==> config.mk <==
export PLATFORM = sky130hd
export DESIGN_NAME = stagemem_top
export DESIGN_NICKNAME = d
export VERILOG_FILES = /design/src/rtl/stagemem_pkg.sv /design/src/rtl/stagemem_addrchk.sv /design/src/rtl/stagemem_pendq.sv /design/src/rtl/stagemem_rows.sv /design/src/rtl/stagemem_top.sv
export SDC_FILE = /design/constraint.sdc
export NUM_CORES = 2
export LEC_CHECK = 0
export BUFFER_PORTS_ARGS = -buffer_cell sky130_fd_sc_hd__buf_2
export CORE_MARGIN = 8
export CORE_UTILIZATION = 45
export DETAILED_ROUTE_END_ITERATION = 10
export SLEW_MARGIN = 25
export SYNTH_ARGS = -nofsm -noshare
export SYNTH_HDL_FRONTEND = slang
export SYNTH_HIERARCHICAL = 1
export SYNTH_SLANG_ARGS = --single-unit
==> constraint.sdc <==
create_clock -name clk -period 10.29 [get_ports clk]
set_clock_uncertainty 0.15 [all_clocks]
set_input_delay 2.058 -clock clk [delete_from_list [all_inputs] [get_ports clk]]
set_output_delay 2.058 -clock clk [all_outputs]
set_load 0.05 [all_outputs]
==> src/rtl/stagemem_pkg.sv <==
package stagemem_pkg;
    localparam int ROW_W  = 256;
    localparam int LANE_W = 32;
    localparam int LANES  = ROW_W / LANE_W;
    localparam int LANE_IDX_W = $clog2(LANES);

    typedef logic [ROW_W-1:0]  row_t;
    typedef logic [LANE_W-1:0] lane_t;

    localparam lane_t FILL_WORD = 32'hDEADBEEF;

    typedef enum logic [1:0] {
        CHK_OK    = 2'd0,
        CHK_ALIGN = 2'd1,
        CHK_RANGE = 2'd2,
        CHK_FULL  = 2'd3
    } chk_e;

    function automatic row_t lane_put(row_t r, logic [LANE_IDX_W-1:0] idx, lane_t v);
        row_t o;
        o = r;
        o[{idx, 5'b00000} +: LANE_W] = v;
        return o;
    endfunction

    function automatic lane_t lane_get(row_t r, logic [LANE_IDX_W-1:0] idx);
        return r[{idx, 5'b00000} +: LANE_W];
    endfunction
endpackage

==> src/rtl/stagemem_addrchk.sv <==
module stagemem_addrchk
    import stagemem_pkg::*;
#(
    parameter int ADDR_W = 12,
    parameter int ROWS   = 4,
    parameter int RIDX_W = 2
) (
    input  logic [ADDR_W-1:0]     addr,
    input  logic                  wide,
    output chk_e                  verdict,
    output logic [RIDX_W-1:0]     row,
    output logic [LANE_IDX_W-1:0] lane
);
    logic [ADDR_W:0] last_byte;
    logic [ADDR_W:0] last_row;
    logic            misaligned;

    always_comb begin
        last_byte  = {1'b0, addr} + (wide ? (ADDR_W+1)'(0) : (ADDR_W+1)'(3));
        last_row   = last_byte >> 5;
        misaligned = wide ? (|addr[4:0]) : (|addr[1:0]);
        if (misaligned)
            verdict = CHK_ALIGN;
        else if (last_row >= (ADDR_W+1)'(ROWS))
            verdict = CHK_RANGE;
        else
            verdict = CHK_OK;
    end

    assign row  = addr[RIDX_W+4:5];
    assign lane = addr[4:2];
endmodule

==> src/rtl/stagemem_pendq.sv <==
module stagemem_pendq #(
    parameter int DEPTH = 4,
    parameter int ENT_W = 262,
    localparam int PTR_W = (DEPTH > 1) ? $clog2(DEPTH) : 1,
    localparam int CNT_W = $clog2(DEPTH + 1)
) (
    input  logic             clk,
    input  logic             rst,
    input  logic             push,
    input  logic [ENT_W-1:0] push_ent,
    input  logic             pop,
    input  logic             flush,
    output logic [ENT_W-1:0] head,
    output logic [CNT_W-1:0] count,
    output logic             full,
    output logic             empty
);
    logic [ENT_W-1:0] slots [DEPTH];
    logic [PTR_W-1:0] wr_ptr, rd_ptr;

    function automatic logic [PTR_W-1:0] step(logic [PTR_W-1:0] p);
        return (p == PTR_W'(DEPTH - 1)) ? '0 : p + PTR_W'(1);
    endfunction

    logic do_push, do_pop;
    assign full    = (count == CNT_W'(DEPTH));
    assign empty   = (count == '0);
    assign do_push = push && !full && !flush;
    assign do_pop  = pop && !empty && !flush;

    always_ff @(posedge clk) begin
        if (rst || flush) begin
            wr_ptr <= '0;
            rd_ptr <= '0;
            count  <= '0;
        end else begin
            if (do_push) wr_ptr <= step(wr_ptr);
            if (do_pop)  rd_ptr <= step(rd_ptr);
            if (do_push && !do_pop)
                count <= count + CNT_W'(1);
            else if (do_pop && !do_push)
                count <= count - CNT_W'(1);
        end
    end

    always_ff @(posedge clk) begin
        if (do_push) slots[wr_ptr] <= push_ent;
    end

    assign head = slots[rd_ptr];
endmodule

==> src/rtl/stagemem_rows.sv <==
module stagemem_rows
    import stagemem_pkg::*;
#(
    parameter int ROWS   = 4,
    parameter int RIDX_W = 2
) (
    input  logic                  clk,
    input  logic                  rst,
    input  logic                  wr_en,
    input  logic                  wr_wide,
    input  logic [RIDX_W-1:0]     wr_row,
    input  logic [LANE_IDX_W-1:0] wr_lane,
    input  row_t                  wr_data,
    input  logic [RIDX_W-1:0]     rd_row,
    output row_t                  rd_data
);
    row_t store [ROWS];

    for (genvar g = 0; g < ROWS; g++) begin : g_row
        always_ff @(posedge clk) begin
            if (rst)
                store[g] <= {LANES{FILL_WORD}};
            else if (wr_en && wr_row == RIDX_W'(g)) begin
                if (wr_wide)
                    store[g] <= wr_data;
                else
                    store[g] <= lane_put(store[g], wr_lane, wr_data[LANE_W-1:0]);
            end
        end
    end

    assign rd_data = store[rd_row];
endmodule

==> src/rtl/stagemem_top.sv <==
module stagemem_top
    import stagemem_pkg::*;
#(
    parameter int ADDR_W     = 12,
    parameter int ROWS       = 4,
    parameter int PEND_DEPTH = 4
) (
    input  logic              clk,
    input  logic              rst,
    input  logic              req_valid,
    input  logic              req_wide,
    input  logic              req_write,
    input  logic [ADDR_W-1:0] req_addr,
    input  logic [255:0]      req_wdata,
    input  logic              commit_i,
    input  logic              abort_i,
    output logic              rsp_valid,
    output logic [255:0]      rsp_rdata,
    output logic              rsp_err_align,
    output logic              rsp_err_range,
    output logic              rsp_err_full,
    output logic              busy
);
    localparam int RIDX_W = (ROWS > 1) ? $clog2(ROWS) : 1;
    localparam int ENT_W  = 1 + RIDX_W + LANE_IDX_W + ROW_W;
    localparam int CNT_W  = $clog2(PEND_DEPTH + 1);

    chk_e                  addr_verdict, verdict;
    logic [RIDX_W-1:0]     req_row;
    logic [LANE_IDX_W-1:0] req_lane;

    stagemem_addrchk #(.ADDR_W(ADDR_W), .ROWS(ROWS), .RIDX_W(RIDX_W)) u_chk_addr (
        .addr    (req_addr),
        .wide    (req_wide),
        .verdict (addr_verdict),
        .row     (req_row),
        .lane    (req_lane)
    );

    logic             draining;
    logic             accept, push, commit_go, abort_go;
    logic [ENT_W-1:0] head;
    logic [CNT_W-1:0] q_count;
    logic             q_full, q_empty;

    assign accept = req_valid && !draining && !commit_i && !abort_i;

    always_comb begin
        verdict = addr_verdict;
        if (addr_verdict == CHK_OK && req_write && q_full)
            verdict = CHK_FULL;
    end

    assign push      = accept && req_write && (verdict == CHK_OK);
    assign commit_go = commit_i && !abort_i && !draining && !q_empty;
    assign abort_go  = abort_i && !draining;

    stagemem_pendq #(.DEPTH(PEND_DEPTH), .ENT_W(ENT_W)) u_pendq (
        .clk      (clk),
        .rst      (rst),
        .push     (push),
        .push_ent ({req_wide, req_row, req_lane, req_wdata}),
        .pop      (draining),
        .flush    (abort_go),
        .head     (head),
        .count    (q_count),
        .full     (q_full),
        .empty    (q_empty)
    );

    always_ff @(posedge clk) begin
        if (rst)
            draining <= 1'b0;
        else if (commit_go)
            draining <= 1'b1;
        else if (draining && q_count == CNT_W'(1))
            draining <= 1'b0;
    end

    logic                  h_wide;
    logic [RIDX_W-1:0]     h_row;
    logic [LANE_IDX_W-1:0] h_lane;
    row_t                  h_data;
    row_t                  rd_row_data;

    assign {h_wide, h_row, h_lane, h_data} = head;

    stagemem_rows #(.ROWS(ROWS), .RIDX_W(RIDX_W)) u_rows (
        .clk     (clk),
        .rst     (rst),
        .wr_en   (draining),
        .wr_wide (h_wide),
        .wr_row  (h_row),
        .wr_lane (h_lane),
        .wr_data (h_data),
        .rd_row  (req_row),
        .rd_data (rd_row_data)
    );

    always_ff @(posedge clk) begin
        if (rst) begin
            rsp_valid     <= 1'b0;
            rsp_rdata     <= '0;
            rsp_err_align <= 1'b0;
            rsp_err_range <= 1'b0;
            rsp_err_full  <= 1'b0;
        end else begin
            rsp_valid     <= accept;
            rsp_err_align <= accept && (verdict == CHK_ALIGN);
            rsp_err_range <= accept && (verdict == CHK_RANGE);
            rsp_err_full  <= accept && (verdict == CHK_FULL);
            if (accept && !req_write && verdict == CHK_OK)
                rsp_rdata <= req_wide ? rd_row_data
                                      : {{(ROW_W-LANE_W){1'b0}}, lane_get(rd_row_data, req_lane)};
            else
                rsp_rdata <= '0;
        end
    end

    assign busy = draining;
endmodule

==> results.sh <==
export IMPL_cts_buffers=237
export IMPL_ys_flop_type="edfxtp_1"
export IMPL_clk_pin_slew_worst_paths_ns=0.06
export IMPL_grt_pass1_wl_mm=468
export IMPL_die_h_um=487
export IMPL_power_density_mw_per_mm2=172
export IMPL_start_util=0.451
export IMPL_synth_edf_count=2072
export IMPL_slowest_stage="and2_4"
export IMPL_vias=62100
export IMPL_drtPass1Iterations=6
export IMPL_setup_viol=0
export IMPL_cts_sinks=2342
export IMPL_status="finished, final reports clean"
export IMPL_crit_type="input pin to flop"
export IMPL_wl_per_cell_um=34.9
export IMPL_cts_buffer_depth=3
export IMPL_final_cell_mix="edfxtp_1 (2072), nand2_1 (689), mux4_2 (581), buf_2 (531), and2_1 (342)"
export IMPL_die_area_mm2=0.237
export IMPL_ys_seq_elements=2342
export IMPL_cp_cell_sequence="buf_2 -> buf_4 -> nor3_1 -> o21ai_0 -> a31oi_1 -> nor2_1 -> nor4bb_1 -> nor3b_2 -> and2_4 -> buf_12"
export IMPL_finalWirelength_mm=339
export IMPL_grt_pass1_vias=59000
export IMPL_synth_compound_area_frac=0.0635
export IMPL_place_congestion=0.888
export IMPL_fin_crit_sh=0.579
export IMPL_synthCells=6185
export IMPL_layout_commonest_cell="edfxtp_1"
export IMPL_hold_viol_final=0
export IMPL_hp_class="flop to flop"
export IMPL_clock_fmax_ghz=0.168
export IMPL_cts_max_level=4
export IMPL_ir_worst_vdd_mv=0.156
export IMPL_drt_iter0_drc=8786
export IMPL_syn_area_mm2=0.100
export IMPL_nFillCells=18300
export IMPL_synth_cell_types=63
export IMPL_drv_slew=0
export IMPL_via_per_inst=6.39
export IMPL_async_flop_share=0
export IMPL_muxShareOfSynthArea=0.139
export IMPL_ys_seq_area_frac=0.677
export IMPL_fin_ws_ns=4.33
export IMPL_synth_simple_gate_area_frac=0.0887
export IMPL_placementRows=173
export IMPL_hold_buffers=0
export IMPL_rsz0062_at_grt="false"
export IMPL_cts_resized=0
export IMPL_cp_arrival_ns=6.29
export IMPL_relSlewSlack=0.158
export IMPL_cts_tree="built"
export IMPL_fin_setup_tns_ns=0
export IMPL_nets=6758
export IMPL_fin_crit_ns=5.96
export IMPL_layout_drive_gt1_share=0.255
export IMPL_postCtsSetupBuffers=0
export IMPL_pin_count=536
export IMPL_synth_adder_area_share=0.00145
export IMPL_crit_fanout=112
export IMPL_grt_overflow_total=0
export IMPL_max_stage_delay_ns=0.82
export IMPL_antenna_found_initial=97
export IMPL_route_detailed_drc=0
export IMPL_avgSynthCellArea_um2=16.2
export IMPL_synth_top_family_by_area="multiplexers"
export IMPL_place_hpwl_mm=212
export IMPL_postRouteAntennaNets=0
export IMPL_synthToLayoutAreaGrowth_pct=13.1
export IMPL_synth_xor_area_frac=0.000175
export IMPL_ys_warn_count=6
export IMPL_io_buffer_count=535
export IMPL_crit_path_end_kind="flop"
export IMPL_fin_util=0.511
export IMPL_syn_num_nets=6471
export IMPL_crit_family="simple AND/OR/NAND/NOR gates"
export IMPL_fp_dieW_um=487
export IMPL_cap_violations=0
export IMPL_grt_usage=0.276
export IMPL_core_mm2=0.221
export IMPL_path_buf_inv=3
export IMPL_clk_latency_ns=0.92
export IMPL_cts_root_buffer="clkbuf_16"
export IMPL_start_kind="input pin"
export IMPL_worst_pin_slew_ns=1.26
export IMPL_required_ns=10.62
export IMPL_grt_max_degree=186
export IMPL_p_leak_nw=33.9
export IMPL_place_ws_ns=3.56
[sequential cells by signal, summed over array words and instances (netlist names), named ones only]
name	count
u_pendq/wr_ptr	2
rsp_err_align	1
busy	1
u_pendq/slots	1048
u_pendq/count	3
u_rows/store	1024
rsp_valid	1
rsp_err_full	1
rsp_rdata	256
rsp_err_range	1
u_pendq/rd_ptr	2
[area by class of cell]
class	instances	area, um2	area share
well taps	2975	3720	0.0329
diodes	54	135	0.00120
repair buffers	664	3960	0.0350
clock buffers	336	6710	0.0594
inverters	35	139	0.00123
clock inverters	114	1060	0.00940
flip-flops and latches	2342	67600	0.598
multi-input cells	3192	29700	0.263
[kinds of logic (layout without fill, tap and decap cells)]
kind of cell	Yosys count	after routing
AOI/OAI and AO/OA	862	862
xor gates and xnor gates	2	2
DFF	2342	2342
muxes	659	659
buffers and inverters	651	1149
and+or+nand+nor	1658	1658
other	0	54
adders and majority gates	11	11
[path summary, 6_finish.rpt]
kind	from	endpoint	slack (ns)	depth (start not counted)
setup / recovery	req_addr[2]	u_pendq/slots[1][144]$_DFFE_PP_	4.33	10
hold / removal	u_pendq/rd_ptr[1]$_SDFFE_PP0P_	flop	0.34	2
setup reg to reg	flop	u_rows/store[2][108]$_SDFFCE_PN1P_	4.69	9
hold reg to reg	u_pendq/rd_ptr[1]$_SDFFE_PP0P_	flop	0.34	2
[metrics by stage]
| step | cell area [um2] | hold WS, ns | power [mW] | cells |
|---|---|---|---|---|
| finish | 113000 | 0.343 | 19.4 | 9712 |
| global route | 113000 | 0.375 | 19.9 | 9666 |
| CTS | 113000 | 0.347 | 19.5 | 9656 |
| detailed placement | 105000 | 0.331 | 11.1 | 9206 |
| global placement | 105000 | 0.323 | 11.1 | 9204 |
| floorplan | 100000 | 0.308 | 10.8 | 6185 |
[metal layers]
| layer | track usage | wire, um |
|---|---|---|
| met5 | 0 | 315 |
| met2 | 0.407 | 151000 |
| met4 | 0.138 | 18900 |
| met1 | 0.375 | 129000 |
| met3 | 0.0827 | 40200 |
[worst register-to-register path: cells and delay by family (launching register included)]
family                   cells  cell delay, ns
AND/OR/NAND/NOR              3            1.48
multiplexers                 1            0.78
adder cells (fa/ha/maj)      2            1.00
buffers and inverters        3            1.41
flip-flops                   1            0.53
[where the power goes]
part	internal [mW]	total, mW	switching, mW
clock	4.81	8.56	3.75
sequential	10.4	10.4	0.0159
combinational	0.154	0.499	0.345
total	15.3	19.4	4.11
[synthesized netlist by cell type (3+ instances only)]
cell type / count / area share
a21boi_0: 9 / 0.00068
a21oi_1: 116 / 0.0058
a22o_1: 32 / 0.0028
a31oi_1: 128 / 0.0080
a32o_1: 112 / 0.011
a41oi_1: 25 / 0.0022
and2_1: 347 / 0.022
and3_1: 96 / 0.0060
and3b_1: 3 / 0.00026
buf_1: 40 / 0.0015
buf_2: 199 / 0.010
buf_4: 19 / 0.0014
buf_6: 32 / 0.0036
clkbuf_1: 303 / 0.011
clkbuf_2: 23 / 0.0012
dfxtp_1: 270 / 0.054
edfxtp_1: 2072 / 0.62
ha_1: 10 / 0.0013
inv_1: 35 / 0.0013
mux2_2: 32 / 0.0036
mux2i_1: 45 / 0.0045
mux4_2: 582 / 0.13
nand2_1: 692 / 0.026
nand3_1: 108 / 0.0054
nand3b_1: 65 / 0.0049
nand4_1: 9 / 0.00056
nor2_1: 13 / 0.00049
nor2b_1: 6 / 0.00038
nor3_1: 81 / 0.0041
nor3_4: 3 / 0.00049
nor3b_1: 74 / 0.0056
o2111ai_1: 25 / 0.0022
o211ai_1: 48 / 0.0036
o21ai_0: 153 / 0.0077
o31a_1: 112 / 0.0098
o31ai_1: 48 / 0.0036
o41a_1: 48 / 0.0054
or2_2: 3 / 0.00019
or3_1: 51 / 0.0032
or4_1: 63 / 0.0047
or4b_1: 24 / 0.0024
Note: power is estimated with default switching activity, not from simulation.
